## config.mk

```make
export PLATFORM = sky130hd
export DESIGN_NAME = rtc_calendar
export DESIGN_NICKNAME = d
export VERILOG_FILES = /design/src/rtl/rtc_calendar.sv
export SDC_FILE = /design/constraint.sdc
export NUM_CORES = 1
export LEC_CHECK = 0
export BUFFER_PORTS_ARGS = -buffer_cell sky130_fd_sc_hd__buf_2
export CAP_MARGIN = 20
export CORE_MARGIN = 5
export CORE_UTILIZATION = 65
export DETAILED_ROUTE_END_ITERATION = 8
export GPL_TIMING_DRIVEN = 1
export PLACE_DENSITY = 0.83
export SYNTH_ARGS = -nofsm -noshare
export SYNTH_HDL_FRONTEND = slang
export SYNTH_SLANG_ARGS = --single-unit
```

## constraint.sdc

```tcl
create_clock -name clk -period 6.6 [get_ports clk]
set_input_delay 0.66 -clock clk [delete_from_list [all_inputs] [get_ports clk]]
set_output_delay 0.66 -clock clk [all_outputs]
set_load 0.03 [all_outputs]
```

## src/rtl/rtc_calendar.sv

```systemverilog
module rtc_calendar #(
  parameter int TICK_DIV = 32768
) (
  input  logic       clk,
  input  logic       rst_n,
  input  logic       base_en,
  input  logic       wr_en,
  input  logic [3:0] addr,
  input  logic [7:0] wdata,
  output logic [7:0] rdata,
  output logic       irq_n
);
  localparam int PW = (TICK_DIV > 1) ? $clog2(TICK_DIV) : 1;
  localparam logic [PW-1:0] PLAST = PW'(TICK_DIV - 1);

  logic [PW-1:0] presc;
  logic [6:0] sec, min;
  logic [5:0] hr, day;
  logic [2:0] wd;
  logic [4:0] mon;
  logic       cent;
  logic [7:0] yr;
  logic [7:0] a_min, a_hr, a_day, a_wd;
  logic       flag, match_q;

  function automatic logic [7:0] binc(input logic [7:0] v);
    return (v[3:0] == 4'd9) ? {v[7:4] + 4'd1, 4'd0} : {v[7:4], v[3:0] + 4'd1};
  endfunction

  logic w_sec, w_min, w_hr, w_day, w_wd, w_mon, w_yr;
  assign w_sec = wr_en && addr == 4'h2;
  assign w_min = wr_en && addr == 4'h3;
  assign w_hr  = wr_en && addr == 4'h4;
  assign w_day = wr_en && addr == 4'h5;
  assign w_wd  = wr_en && addr == 4'h6;
  assign w_mon = wr_en && addr == 4'h7;
  assign w_yr  = wr_en && addr == 4'h8;

  logic tick;
  assign tick = base_en && !w_sec && presc == PLAST;

  logic leap;
  assign leap = yr[4] ? (yr[3:0] == 4'd2 || yr[3:0] == 4'd6)
                      : (yr[3:0] == 4'd0 || yr[3:0] == 4'd4 || yr[3:0] == 4'd8);

  logic [5:0] dim;
  always_comb begin
    if (mon == 5'h02)
      dim = leap ? 6'h29 : 6'h28;
    else if (mon == 5'h04 || mon == 5'h06 || mon == 5'h09 || mon == 5'h11)
      dim = 6'h30;
    else
      dim = 6'h31;
  end

  logic c_min, c_hr, c_day, c_mon, c_yr;
  assign c_min = tick && sec == 7'h59;
  assign c_hr  = c_min && min == 7'h59;
  assign c_day = c_hr && hr == 6'h23;
  assign c_mon = c_day && day == dim;
  assign c_yr  = c_mon && mon == 5'h12;

  logic [7:0] sec_i, min_i, hr_i, day_i, mon_i, yr_i;
  assign sec_i = binc({1'b0, sec});
  assign min_i = binc({1'b0, min});
  assign hr_i  = binc({2'b0, hr});
  assign day_i = binc({2'b0, day});
  assign mon_i = binc({3'b0, mon});
  assign yr_i  = binc(yr);

  logic match;
  assign match = !(a_min[7] && a_hr[7] && a_day[7] && a_wd[7])
              && (a_min[7] || a_min[6:0] == min)
              && (a_hr[7]  || a_hr[5:0]  == hr)
              && (a_day[7] || a_day[5:0] == day)
              && (a_wd[7]  || a_wd[2:0]  == wd);

  always_ff @(posedge clk or negedge rst_n) begin
    if (!rst_n) begin
      presc <= '0;
      sec <= '0; min <= '0; hr <= '0; day <= 6'h01; wd <= '0;
      mon <= 5'h01; cent <= 1'b0; yr <= '0;
      a_min <= 8'h80; a_hr <= 8'h80; a_day <= 8'h80; a_wd <= 8'h80;
      flag <= 1'b0; match_q <= 1'b0;
    end else begin
      if (w_sec)        presc <= '0;
      else if (base_en) presc <= tick ? '0 : presc + 1'b1;

      if (w_sec)      sec <= wdata[6:0];
      else if (tick)  sec <= (sec == 7'h59) ? 7'h00 : sec_i[6:0];
      if (w_min)      min <= wdata[6:0];
      else if (c_min) min <= (min == 7'h59) ? 7'h00 : min_i[6:0];
      if (w_hr)       hr <= wdata[5:0];
      else if (c_hr)  hr <= (hr == 6'h23) ? 6'h00 : hr_i[5:0];
      if (w_day)      day <= wdata[5:0];
      else if (c_day) day <= (day == dim) ? 6'h01 : day_i[5:0];
      if (w_wd)       wd <= wdata[2:0];
      else if (c_day) wd <= (wd == 3'd6) ? 3'd0 : wd + 3'd1;
      if (w_mon)      mon <= wdata[4:0];
      else if (c_mon) mon <= (mon == 5'h12) ? 5'h01 : mon_i[4:0];
      if (w_mon)      cent <= wdata[7];
      else if (c_yr && yr == 8'h99) cent <= ~cent;
      if (w_yr)       yr <= wdata;
      else if (c_yr)  yr <= (yr == 8'h99) ? 8'h00 : yr_i;

      if (wr_en && addr == 4'h9) a_min <= wdata;
      if (wr_en && addr == 4'hA) a_hr  <= wdata;
      if (wr_en && addr == 4'hB) a_day <= wdata;
      if (wr_en && addr == 4'hC) a_wd  <= wdata;

      match_q <= match;
      if (match && !match_q)                          flag <= 1'b1;
      else if (wr_en && addr == 4'h1 && !wdata[3])    flag <= 1'b0;
    end
  end

  always_comb begin
    case (addr)
      4'h1:    rdata = {4'b0, flag, 3'b0};
      4'h2:    rdata = {1'b0, sec};
      4'h3:    rdata = {1'b0, min};
      4'h4:    rdata = {2'b0, hr};
      4'h5:    rdata = {2'b0, day};
      4'h6:    rdata = {5'b0, wd};
      4'h7:    rdata = {cent, 2'b0, mon};
      4'h8:    rdata = yr;
      4'h9:    rdata = a_min;
      4'hA:    rdata = a_hr;
      4'hB:    rdata = a_day;
      4'hC:    rdata = a_wd;
      default: rdata = 8'h00;
    endcase
  end

  assign irq_n = ~flag;
endmodule

```

Yosys cells after proc, flatten, opt, wreduce, memory -nomap -nowiden
Index checks and enable logic that the tools add are counted.
{"block": "word_totals", "word_cells": 181, "n_memories": 0, "ramBits": 0, "in_bits": 16, "reg_bits": 92, "latch_bits": 0, "rom_bits": 0}
{"block": "op_classes", "n_eq_ne": 39, "n_addsub": 14, "div_mod_pow": 0, "multipliers": 0, "n_shift": 0, "magnitude_cmp": 0, "bitwise": 2, "reduce_logical": 66, "n_mux": 39}
{"cell": "$pmux W8 S12", "n": 1}
{"cell": "$mux W7", "n": 8}
{"cell": "$mux W6", "n": 9}
{"cell": "$eq A4 B4 Y1 const B", "n": 12}
{"cell": "$mux W15", "n": 3}
{"cell": "$mux W8", "n": 4}
{"cell": "$logic_and A1 B1 Y1", "n": 29}
{"cell": "$add A4 B1 Y4 const B", "n": 7}
{"cell": "$eq A4 B3 Y1 const B", "n": 6}
{"cell": "$mux W5", "n": 4}
{"cell": "$reduce_bool A2 Y1", "n": 10}
{"cell": "$eq A6 B6 Y1", "n": 3}
{"cell": "$reduce_bool A3 Y1", "n": 6}
{"cell": "$add A15 B1 Y15 const B", "n": 1}
{"cell": "$eq A15 B15 Y1 const B", "n": 1}
{"cell": "$eq A7 B7 Y1 const B", "n": 2}
{"cell": "$eq A4 B2 Y1 const B", "n": 3}
{"cell": "$reduce_and A2 Y1", "n": 6}
{"cell": "$eq A5 B3 Y1 const B", "n": 2}
{"cell": "$eq A5 B5 Y1 const B", "n": 2}
{"cell": "$logic_or A1 B1 Y1", "n": 10}
{"cell": "$add A3 B1 Y3 const B", "n": 3}
{"cell": "$mux W3", "n": 3}
{"cell": "$eq A8 B8 Y1 const B", "n": 1}
{"cell": "13 further kinds", "n": 24}

Logic depth before layout (Yosys ltp)
{"block": "logic_depth", "depth_word": 13, "mapped_depth": 9}

Worst setup path before layout
OpenSTA, ideal clock, no wires.
{"block": "synth_path", "path_type": "in2out", "startpoint": "in addr[1]", "endpoint": "out rdata[3]", "t_required_ps": 5940, "path_stages": 6, "path_buffers": 3, "arrival_time_ps": 2541, "setup_slack_ps": 3399, "path_cell_list": "clkbuf_1 clkbuf_1 clkbuf_1 nand3_1 o311a_1 o31ai_1"}
{"block": "synth_between", "elab_chain_cells": 2, "elab_cells_between_ends": 13}
{"item": "start, declared", "line_no": "8", "source": "input logic [3:0] addr,"}
{"item": "$eq A4 B4 Y1, or another cell as far along", "line_no": "118", "source": "case (addr)"}
{"item": "$pmux W8 S12 (*)", "line_no": "118"}
{"item": "end, declared", "line_no": "10", "source": "output logic [7:0] rdata,"}
Mark *: on every way between the ends. The rest lies on a longest branch, timed or not.

Worst setup path after layout
{"block": "layout_path", "startpoint": "in addr[0]", "endpoint": "out rdata[3]"}
The elaborated chain is that of the path after synthesis.

==> run summary <==
The run finished with clean final reports. The starting DRC count in detailed routing came out at 521. The initial utilization of the core area, before any placement, comes to 66.15%. The first global-routing pass estimated 28100 µm of wire.

For the number of setup buffers added after CTS, the log shows 0. The post-cts hold buffer count is 0, and the post-detailed-placement half-perimeter wirelength is 12960 µm. TritonCTS built the clock tree. The worst register-to-register path has a setup slack of 3330 ps. Tracing the worst setup path back leads to its startpoint at addr[0]. In this run the critical register-to-register path is launched from mon[3].

For this run the aggregate overflow at the end of global routing stands at 0. Startpoint-to-endpoint class of the critical path: input pin to primary output. The post-synthesis sequential element count is 92.

Compared with the post-synthesis result, the final layout area differs by 4.916%. Dividing the final minimum period by the clock period gives 50.58%. For this block, the routed nets add up to 18240 µm of wire.

The power density over cell area is 284.2 nW/µm². The number of buffers created by CTS is 9. The share of the yosys chip area belonging to registers was 37.97%; the horizontal die dimension was 106.7 µm. Data on the critical path arrives at its endpoint at 2680 ps. The worst IR drop on VDD was 0.1533 mV.

The path class of the lowest-slack min-delay path is input pin to asynchronous set/reset pin. The number of placed instances, taps included, is 773. Subtracting the final worst setup slack from the clock period gives 3338 ps.

Once layout is complete, the cells apart from fillers number 789. The count of warnings emitted by yosys came out at 0. Leaving out fill and tap cells, the most frequent cell in the layout is dfrtp_1. The logs give 0 for the hold violation count in the final report and 3 for the deepest level of the CTS H-tree.

The synthesized design contains 0 enable-type register cells. The via count of the first global-routing pass is 5071. After synthesis the cells add up to 6083 µm².

The number of port buffers came out at 24. During I/O placement, the number of pins put on the boundary was 25. The remaining design rule violation count came out at 0. Setup repair after global routing left no endpoint under its margin. Share of post-route cells with drive strength above 1: 12.68%. The required time of the critical path is 5940 ps, and the count of final setup violators is 0. The logs give 0 for the total inserted antenna cells and 35 for the placement row count. The number of cells traversed by the worst register-to-register path was 6. For this design the static power due to leakage is 0.002598 µW. The tools report the number of max-capacitance violations reported as 0. The overall track demand over capacity in global routing is 32.25%. The number of nets handed over by synthesis was 711. The tools report the max-slew violation count as 0. The worst relative slew slack is 27.70%. In this run the critical register-to-register path is captured at mon[2]. The tools report the clock sink total as 92. For the setup skew after layout, the log shows 17.00 ps. The first TritonRoute pass finished after 5 iterations. The share of flip-flops with an asynchronous set or reset after synthesis was 100.0%; the number of standard cells after synthesis was 679. Entering global routing, the biggest net connects 63 pins. Measured along the y axis, the die boundary spans 106.7 µm.

The average footprint of a synthesized cell was 8.959 µm²; the die area was 11390 µm². For this block, the via count after detailed routing is 5512. The critical-path maximum fanout came out at 36. In this run the standard cell core region covers 9196 µm².

Based on the critical path, the design can be clocked at up to 0.2995 GHz. The netlist uses 68 different library cells. Post-CTS repair changed the size of 0 cells. The cell at the root of the clock tree is clkbuf_8. STA classifies the critical path startpoint as an input pin.

The later pin in the worst-skew pair is clocked with a latency of 370 ps. In the final design database the tool counted 705 nets. The post-detailed-route wirelength per cell works out to 23.11 µm. The run gives 0 as the initial antenna violation count.

The logs give 1.010 for the placer congestion estimate and 0 for the number of nets with antenna violations after detailed routing. Clock-pin slew was measured on the worst setup and hold paths at 100 ps. The worst setup path is captured at a primary output.

The maximum number of buffers from clock root to sink is 2. The commonest register cell after synthesis was dfrtp_1. After detailed routing, the number of vias per cell comes to 6.986. In the final timing run, aggregate negative setup slack is 0 ps. The library cells used most frequently in the layout, excluding fill and tap cells, are 86 x dfrtp_1, 73 x nor2_1, 51 x nand2_1, 34 x mux2_2. At the pin with the least slew margin, the transition time is 1076 ps.
[report_power, final]
group | leakage (µW) | internal [µW] | total (µW) | switching (µW)
clock | 0.0000935 | 179 | 397 | 218
sequential | 0.00111 | 693 | 909 | 216
combinational | 0.00140 | 236 | 508 | 272
[cells in the mapped netlist, drive strengths merged, types with 6 or more instances]
cell type | number | area [µm²]
dfrtp | 86 | 2152
nor2 | 73 | 274.0
nand2 | 51 | 191.4
clkbuf | 34 | 128.9
mux2 | 34 | 382.9
o21ai | 33 | 165.2
nand3 | 32 | 160.2
a21oi | 29 | 145.1
xor2 | 22 | 192.7
a31oi | 20 | 125.1
inv | 20 | 75.07
ha | 16 | 200.2
nor2b | 15 | 93.84
mux2i | 14 | 140.1
a22oi | 13 | 97.59
xnor2 | 12 | 105.1
nor3 | 11 | 60.06
o31ai | 10 | 75.07
nand2b | 9 | 56.30
buf | 8 | 40.04
nand3b | 8 | 60.06
nor4 | 8 | 50.05
a22o | 7 | 61.31
and2 | 7 | 43.79
nand4 | 7 | 43.79
a32o | 6 | 60.06
dfstp | 6 | 157.7
o22ai | 6 | 37.54
or3 | 6 | 37.54
[cells by family after synthesis]
group	count (synthesis)	share of synthesized area [%]
simple gates	254	21.39
compound gates	172	19.48
flops	92	37.97
buf+inv	62	4.011
mux	49	8.967
xor+xnor	34	4.895
fa+ha+maj	16	3.291
[critical path, stage by stage]
cell,delay [ps]
buf_2,500
nor2_1,330
and3_1,320
a32o_1,250
a221oi_1,270
o31ai_1,130
buf_2,200
[routing by layer]
layer	up-vias	wire [µm]	global-route usage [%]
met5	-	0	0
met4	0	714	12.51
li1	2495	-	-
met2	273	8069	49.64
met1	2684	7793	45.02
met3	60	1659	6.382
[through the flow]
stage	worst slack (ps)	util (%)	area [µm²]	hold slack, ps	total power [µW]
2_1_floorplan	3399	-	6083	364.4	1220
3_3_place_gp	3226	67.24	6183	489.5	1386
3_5_place_dp	3178	67.24	6183	505.4	1407
4_1_cts	3341	69.40	6382	216.1	1800
5_1_grt	3136	69.40	6382	240.2	1903
6_report	3262	69.40	6382	208.2	1814
[sequential cells by signal, summed over array words and instances, names as in the netlist]
register and count:
cent 1, mon 5, a_wd 8, yr 8, a_hr 8, a_day 8
match_q 1, sec 7, day 6, hr 6, presc 15, min 7
flag 1, wd 3, a_min 8
[worst max path at each step]
| stage | to | cells after the start |
|---|---|---|
| 6_report | rdata[3] | 7 |
| 2_1_floorplan | rdata[3] | 6 |
| 3_5_place_dp | cent | 7 |
| 4_1_cts | rdata[3] | 7 |
| 3_3_place_gp | cent | 7 |
| 5_1_grt | rdata[3] | 7 |
[cell type report]
class | count | area, µm²
multi-input cells | 525 | 3530
clock buffers | 10 | 127.6
repair buffers | 25 | 130.1
clock inverters | 6 | 71.32
flip-flops and latches | 92 | 2310
fillers | 750 | 2814
inverters | 20 | 75.07
well taps | 111 | 138.9
No activity file was read; power rests on OpenSTA's default activity.
